`src/rtl/seg_addr_pkg.sv`:
```
package seg_addr_pkg;

   localparam int NUM_SEGS = 4;
   localparam int SEG_IDX_W = 2;
   localparam int KIND_W = 3;

   typedef enum logic [SEG_IDX_W-1:0] {
      SEG_CODE  = 2'd0,
      SEG_STACK = 2'd1,
      SEG_DATA  = 2'd2,
      SEG_EXTRA = 2'd3
   } seg_id_e;

   typedef enum logic [KIND_W-1:0] {
      KIND_FETCH   = 3'd0,
      KIND_STACK   = 3'd1,
      KIND_VAR     = 3'd2,
      KIND_STR_SRC = 3'd3,
      KIND_STR_DST = 3'd4,
      KIND_BP_BASE = 3'd5
   } ref_kind_e;

endpackage

```
`src/rtl/seg_regfile.sv`:
```
module seg_regfile #(
   parameter int SEG_W = 16,
   parameter int NSEG  = 4,
   localparam int IDX_W = $clog2(NSEG)
) (
   input  logic                       clk,
   input  logic                       rst_n,
   input  logic                       we,
   input  logic [IDX_W-1:0]           widx,
   input  logic [SEG_W-1:0]           wdata,
   output logic [NSEG-1:0][SEG_W-1:0] seg_q
);

   for (genvar g = 0; g < NSEG; g++) begin : g_seg
      always_ff @(posedge clk or negedge rst_n) begin
         if (!rst_n) begin
            seg_q[g] <= '0;
         end else if (we && (widx == IDX_W'(g))) begin
            seg_q[g] <= wdata;
         end
      end
   end

endmodule

```
`src/rtl/seg_route.sv`:
```
module seg_route
   import seg_addr_pkg::*;
(
   input  logic [KIND_W-1:0]    kind,
   input  logic                 ovr_req,
   input  logic [SEG_IDX_W-1:0] ovr_sel,
   output logic [SEG_IDX_W-1:0] sel,
   output logic                 reject
);

   logic                 locked;
   logic [SEG_IDX_W-1:0] dflt;

   always_comb begin
      locked = 1'b0;
      dflt   = SEG_DATA;
      case (kind)
         KIND_FETCH:   begin dflt = SEG_CODE;  locked = 1'b1; end
         KIND_STACK:   begin dflt = SEG_STACK; locked = 1'b1; end
         KIND_STR_DST: begin dflt = SEG_EXTRA; locked = 1'b1; end
         KIND_BP_BASE: begin dflt = SEG_STACK; end
         default:      begin dflt = SEG_DATA; end
      endcase
   end

   always_comb begin
      reject = ovr_req && locked;
      sel    = (ovr_req && !locked) ? ovr_sel : dflt;
   end

endmodule

```
`src/rtl/addr_adder.sv`:
```
module addr_adder #(
   parameter int SEG_W     = 16,
   parameter int OFS_W     = 16,
   parameter int SHIFT     = 4,
   parameter int PA_W      = 20,
   parameter bit SPLIT_LOW = 1'b1,
   localparam int HI_W = PA_W - SHIFT
) (
   input  logic [SEG_W-1:0] base,
   input  logic [OFS_W-1:0] ofs,
   output logic [PA_W-1:0]  pa
);

   if (SPLIT_LOW && (SHIFT > 0) && (OFS_W > SHIFT)) begin : g_split
      logic [HI_W-1:0] hi_sum;
      assign hi_sum = HI_W'(base) + HI_W'(ofs[OFS_W-1:SHIFT]);
      assign pa = {hi_sum, ofs[SHIFT-1:0]};
   end else begin : g_full
      logic [SEG_W+SHIFT-1:0] shifted;
      assign shifted = {base, {SHIFT{1'b0}}};
      assign pa = PA_W'(shifted) + PA_W'(ofs);
   end

endmodule

```
`src/rtl/seg_addr_gen.sv`:
```
module seg_addr_gen
   import seg_addr_pkg::*;
#(
   parameter int SEG_W     = 16,
   parameter int OFS_W     = 16,
   parameter int SHIFT     = 4,
   parameter int PA_W      = 20,
   parameter bit SPLIT_LOW = 1'b1
) (
   input  logic                 clk,
   input  logic                 rst_n,
   input  logic                 seg_we,
   input  logic [1:0]           seg_wsel,
   input  logic [SEG_W-1:0]     seg_wdata,
   input  logic [2:0]           ref_kind,
   input  logic [OFS_W-1:0]     ref_offset,
   input  logic                 ovr_req,
   input  logic [1:0]           ovr_sel,
   output logic [PA_W-1:0]      phys_addr,
   output logic                 ovr_rejected
);

   if (PA_W != SEG_W + SHIFT) begin : g_bad_width
      $error("seg_addr_gen: PA_W must equal SEG_W + SHIFT");
   end
   if (OFS_W > PA_W) begin : g_bad_ofs
      $error("seg_addr_gen: OFS_W wider than PA_W");
   end

   logic [NUM_SEGS-1:0][SEG_W-1:0] seg_q;
   logic [SEG_IDX_W-1:0]           sel;
   logic                           reject;
   logic [PA_W-1:0]                pa_next;

   seg_regfile #(.SEG_W(SEG_W), .NSEG(NUM_SEGS)) u_regs (
      .clk   (clk),
      .rst_n (rst_n),
      .we    (seg_we),
      .widx  (seg_wsel),
      .wdata (seg_wdata),
      .seg_q (seg_q)
   );

   seg_route u_route (
      .kind    (ref_kind),
      .ovr_req (ovr_req),
      .ovr_sel (ovr_sel),
      .sel     (sel),
      .reject  (reject)
   );

   addr_adder #(
      .SEG_W(SEG_W), .OFS_W(OFS_W), .SHIFT(SHIFT), .PA_W(PA_W), .SPLIT_LOW(SPLIT_LOW)
   ) u_add (
      .base (seg_q[sel]),
      .ofs  (ref_offset),
      .pa   (pa_next)
   );

   always_ff @(posedge clk or negedge rst_n) begin
      if (!rst_n) begin
         phys_addr    <= '0;
         ovr_rejected <= 1'b0;
      end else begin
         phys_addr    <= pa_next;
         ovr_rejected <= reject;
      end
   end

endmodule

```
`config.mk`:
```
export PLATFORM = sky130hd
export DESIGN_NAME = seg_addr_gen
export DESIGN_NICKNAME = d
export VERILOG_FILES = /design/src/rtl/seg_addr_pkg.sv /design/src/rtl/seg_regfile.sv /design/src/rtl/seg_route.sv /design/src/rtl/addr_adder.sv /design/src/rtl/seg_addr_gen.sv
export SDC_FILE = /design/constraint.sdc
export NUM_CORES = 1
export LEC_CHECK = 0
export BUFFER_PORTS_ARGS = -buffer_cell sky130_fd_sc_hd__buf_2
export CORE_MARGIN = 3
export CORE_UTILIZATION = 30
export CTS_CLUSTER_DIAMETER = 100
export CTS_CLUSTER_SIZE = 16
export DETAILED_ROUTE_END_ITERATION = 12
export GPL_TIMING_DRIVEN = 0
export PLACE_DENSITY_LB_ADDON = 0.12
export SKIP_CTS_REPAIR_TIMING = 1
export SYNTH_ARGS = -nofsm -noshare
export SYNTH_HDL_FRONTEND = slang
export SYNTH_SLANG_ARGS = --single-unit
```
`constraint.sdc`:
```
create_clock -name clk -period 2.3 [get_ports clk]
set_input_delay 0.575 -clock clk [delete_from_list [all_inputs] [get_ports clk]]
set_output_delay 0.575 -clock clk [all_outputs]
set_load 0.03 [all_outputs]
```
---- Word level (Yosys, flattened, before mapping) ----
Index checks and enable logic that the tools add are counted.
word-level totals
  flip-flop bits (word level) ............. 85
  latch bits .............................. 0
  RAM bits ................................ 0
  ROM bits ................................ 0
  input port bits ......................... 43
  output and inout port bits .............. 21
  word-level logic and storage cells ...... 30
  memories ................................ 0
cells by class
  add/subtract/negate cells ............... 1
  multipliers ............................. 0
  div/mod/pow operators ................... 0
  magnitude comparators ................... 1
  equality and inequality tests ........... 6
  shifts and indexed selects .............. 0
  multiplexer cells ....................... 5
  bitwise operators ....................... 0
  reductions and logical operators ........ 11
operators with widths
  kind                                                                    count
  16-bit binary-select mux with 2-bit select                              1
  16-bit by 12-bit adder with 16-bit output                               1
  16-bit two-way mux                                                      1
  3-bit equality test (second input constant)                             2
  1-bit logical AND                                                       6
  2-bit case mux with 3 select lines                                      1
  2-bit equality test (second input constant)                             2
  3-bit by 1-bit equality test with 1-bit output (second input constant)  1
  3-bit logical NOT                                                       1
  2-bit by 3-bit < comparator with 1-bit output (second input constant)   1
  3-bit OR reduction                                                      1
  2-bit by 1-bit equality test with 1-bit output (second input constant)  1
  2-bit logical NOT                                                       1
  2-bit two-way mux                                                       1
  2-bit OR reduction                                                      1
  1-bit logical NOT                                                       1
  1-bit two-way mux                                                       1

---- Longest topological paths before layout ----
  depth after elaboration ................. 9
  gate-level depth with buffers ........... 15
  depth with buffers taken out ............ 13

---- By module ----
A second synthesis with hierarchy kept.
unflattened totals
  cell total of the unflattened synthesis .. 294
  area, all modules ....................... 4247.8 um2
by module, submodules not included
  module        instances  cells each  area each (um2)  seq. area each (um2)
  seg_regfile   1          136         2411.1           1601.5
  seg_addr_gen  1          41          949.7            525.5
  addr_adder    1          108         820.8            0.0
  seg_route     1          9           66.3             0.0

---- Worst setup path before layout ----
Ideal clock, no wire load.
  kind .................................... input to register
  start ................................... input port ref_kind[2]
  end ..................................... register phys_addr[14]
  library setup time ...................... 0.080 ns
  arrival time ............................ 3.179 ns
  data required time ...................... 2.220 ns
  setup slack ............................. -0.959 ns
  stages .................................. 14
  path buffers ............................ 3
  path through ............................ and4b_1 a211oi_2 buf_6 buf_4 buf_4 a21oi_1 ha_1 fa_1 a211oi_1 o21bai_1 o211ai_1 nand2b_1 a21oi_1 xnor2_1
between the ends
  longest elaborated chain between the ends .. 9
  elaborated cells on any way between the ends .. 14
  classes of those cells .................. add/sub (1); eq/ne (3); mux (5); reduce/logical (5)
RTL lines
  what                                                                    RTL line            text
  start: declaration                                                      seg_addr_gen.sv:15  input logic [2:0] ref_kind,
  3-bit by 1-bit equality test with 1-bit output (tied with other cells)  seg_route.sv:17     case (kind)
  3-bit OR reduction (no source line)                                     n/a
  1-bit two-way mux                                                       seg_route.sv:17
  1-bit logical NOT                                                       seg_route.sv:28     sel = (ovr_req && !locked) ? ovr_sel : dflt;
  1-bit logical AND                                                       seg_route.sv:28
  2-bit two-way mux (*)                                                   seg_route.sv:28
  16-bit binary-select mux with 2-bit select (*)                          seg_addr_gen.sv:55  .base (seg_q[sel]),
  16-bit two-way mux (implied by the code) (*)                            seg_addr_gen.sv:55
  16-bit by 12-bit adder with 16-bit output (*)                           addr_adder.sv:16    assign hi_sum = HI_W'(base) + HI_W'(ofs[OFS_W-1:SHIFT]);
  net pa_next[14]                                                         seg_addr_gen.sv:33  logic [PA_W-1:0] pa_next;
  end signal: assignment                                                  seg_addr_gen.sv:65  phys_addr <= pa_next;
  end: declaration                                                        seg_addr_gen.sv:19  output logic [PA_W-1:0] phys_addr,
The timed path passes the listed nets; every way through them passes the cells marked *. The select of a mux whose other input is x is not followed.
A chain may end at the register's enable or synchronous reset.

---- Final worst setup path ----
  start ................................... input port ovr_req
  end ..................................... register phys_addr[16]
between the ends
  longest elaborated chain between the ends .. 5
RTL lines
  what                                        RTL line            text
  start: declaration                          seg_addr_gen.sv:17  input logic ovr_req,
  1-bit logical AND                           seg_route.sv:28
  2-bit two-way mux                           seg_route.sv:28
  16-bit binary-select mux with 2-bit select  seg_addr_gen.sv:55
  16-bit two-way mux (implied by the code)    seg_addr_gen.sv:55
  16-bit by 12-bit adder with 16-bit output   addr_adder.sv:16
  net pa_next[16]                             seg_addr_gen.sv:33
The timed path passes the listed nets, and every way through them passes these cells. The select of a mux whose other input is x is not followed.

==> results.py <==
metrics = {
    "synth": {
        "synth-edff-count": 0,
        "synth_ff_type": "dfrtp_1",
        "synthCells": 306,
        "syn_avg_cell_area_um2": 13.26,
        "synth_seq_cells": 85,
        "syn_area_mm2": 0.004059,
        "async_reset_ff_frac": 1.000,
        "yosys_warnings": 0,
        "synth.distinct_cells": 43,
        "ys_seq_area_frac": 0.5240,
        "syn-num-nets": 363,
    },
    "floorplan": {
        "die-area_mm2": 0.01496,
        "dieWidth_um": 122.3,
        "std_cell_rows": 41,
        "coreArea_mm2": 0.01293,
        "fp.dieH_um": 122.3,
        "start_util": 0.3140,
        "io_pins": 64,
    },
    "pwr": {
        "p_per_area_mw_per_mm2": 976.0,
        "leakagePower_nw": 2.379,
        "total_power_mw": 5.204,
        "vdd_drop_max_mv": 0.3293,
    },
    "global_route": {
        "grt_max_degree": 58,
        "grt_use_total": 0.1268,
        "grt_pass1_vias": 2755,
        "grt_pass1_wl_mm": 14.15,
        "antenna_found_initial": 0,
        "grt_overflow_total": 0,
    },
    "timing": {
        "max_freq_mhz": 309.7,
        "min_period_ns": 3.229,
        "setup_viol": 13,
        "relSlewSlack": 0.5100,
        "tightest_slew_ns": 0.7351,
        "drv_slew": 0,
        "fin_crit_sh": 1.404,
        "whs_ns": 0.1732,
        "fin_worst_skew_ns": 0.006622,
        "worst_slack_ns": -0.9287,
        "hold_viol": 0,
        "rsz0062_at_grt": "yes",
    },
    "clocking": {
        "clockBufferDepth": 2,
        "htree_levels": 3,
        "cts_tree": "done",
        "clk_latency_ns": 0.34,
        "cts_root_buf": "clkbuf_16",
        "cts_sinks": 85,
        "path_clk_slew_ns": 0.06,
        "numCtsBuffers": 9,
    },
    "run_status": {
        "violations": "setup timing",
        "status": "finished, violations left",
    },
    "layout": {
        "multi_input_area_mm2": 0.002043,
        "antenna_cells": 0,
        "fillCellCount": 1277,
        "layout_commonest_cell": "dfrtp_1",
        "stdcell_area_mm2": 0.005333,
        "finish.utilization": 0.4125,
        "area_growth_pct": 31.38,
        "drive_gt1_frac": 0.5198,
        "ff_latch_area_mm2": 0.002127,
        "final_cell_mix": "dfrtp_1 (85), mux2_2 (73), buf_2 (60), buf_4 (18), a21oi_1 (14)",
        "finish.net_count": 458,
    },
    "worst_setup_path": {
        "cp_max_fo": 5,
        "critPathArrivalTime_ns": 3.44,
        "crit_path_end_kind": "register",
        "startpoint_type": "input port",
        "worstSetupPathType": "in -> reg",
        "cp.required_ns": 2.51,
        "worstRegToRegCells": 11,
    },
    "run": {
        "max-cap-violations": 0,
    },
    "detailed_routing": {
        "via_per_inst": 4.700,
        "drt_iter0_markers": 83,
        "drc_errors": 0,
        "num_vias": 2707,
        "wl_per_cell_um": 15.99,
        "ant_nets": 0,
        "drt_wl_total_mm": 9.209,
        "drt-pass1-iter-count": 4,
    },
    "placement": {
        "hpwlAfterDp_mm": 6.333,
        "placed_area_mm2": 0.004664,
        "gp_congestion": 0.7975,
        "place_ws_ns": -1.550,
        "numPortBuffers": 63,
    },
    "worst_hold_path": {
        "hold_class": "in -> async",
    },
}
-- registers in the layout, indices dropped and copies added (netlist names) --
name / cells
u_regs.seg_q: 64
ovr_rejected: 1
phys_addr: 20
-- routing by layer --
layer	routed length (µm)	global-route usage	vias up
li1	-	-	1312
met1	4270	0.1637	1321
met2	4374	0.1989	58
met3	412	0.04424	16
met4	152	0.04269	0
met5	0	0	-
-- stage by stage --
step	TNS, ns	cells
final	-8.792	576
after global routing	-10.56	576
after CTS	-11.89	556
after detailed placement	-19.20	542
after global placement	-29.17	541
after floorplan	-7.393	306
-- cell usage after synthesis, drive strengths merged (4+ instances only) --
| master | number | area share |
|---|---|---|
| nand3 | 6 | 0.0086 |
| a21o | 4 | 0.0074 |
| xnor2 | 7 | 0.015 |
| nand2b | 4 | 0.0062 |
| mux2i | 13 | 0.032 |
| nand2 | 6 | 0.0055 |
| dfrtp | 85 | 0.52 |
| a21oi | 21 | 0.026 |
| o21ai | 4 | 0.0049 |
| nor3 | 4 | 0.0049 |
| xor2 | 6 | 0.013 |
| mux2 | 75 | 0.21 |
| clkbuf | 5 | 0.0046 |
| a211oi | 5 | 0.010 |
| buf | 5 | 0.0086 |
| nor2 | 14 | 0.014 |
| ha | 13 | 0.040 |
-- final cells by class --
type | instances | area share
Multi-Input combinational cell | 208 | 0.3832
Clock buffer | 12 | 0.04435
Buffer | 10 | 0.01642
Sequential cell | 85 | 0.3989
Tap cell | 172 | 0.04036
Inverter | 3 | 0.002112
Timing Repair Buffer | 84 | 0.1035
Clock inverter | 2 | 0.01126
-- worst paths after layout --
check | start | end | slack (ns)
hold / removal | rst_n | u_regs.seg_q[18] | 0.17
setup reg to reg | u_regs.seg_q[32] | phys_addr[16] | -0.34
hold reg to reg | u_regs.seg_q[47] | u_regs.seg_q[47] | 0.49
min in group clk | ref_offset[3] | phys_addr[3] | 0.34
max in group asynchronous | rst_n | u_regs.seg_q[57] | 1.52
setup / recovery | ovr_req | phys_addr[16] | -0.93
-- critical path, cell delays in order --
cell and delay (ns):
buf_8 0.10, and4b_1 0.20, a211oi_2 0.28, buf_6 0.18, buf_6 0.12, mux2_4 0.31
nor2_4 0.12, a21oi_4 0.05, fa_2 0.39, a211oi_2 0.27, o21bai_2 0.12, o211ai_1 0.28
a21oi_2 0.14, buf_4 0.16, xor2_1 0.14
-- logic make-up after synthesis --
family,Yosys count,share of synthesized area
multiplexers,91,0.2577
AO/OA/AOI/OAI,47,0.07337
buffers and inverters,13,0.01603
XOR/XNOR,13,0.02805
adder cells (fa/ha/maj),14,0.04501
flip-flops,85,0.5240
AND/OR/NAND/NOR,43,0.05579
-- where the power goes --
group,leakage (nW),internal [mW],switching [mW]
clock,0.143,0.940,0.537
sequential,1.00,1.85,0.126
combinational,1.23,0.799,0.957
Power figures use the tool's default switching activity.
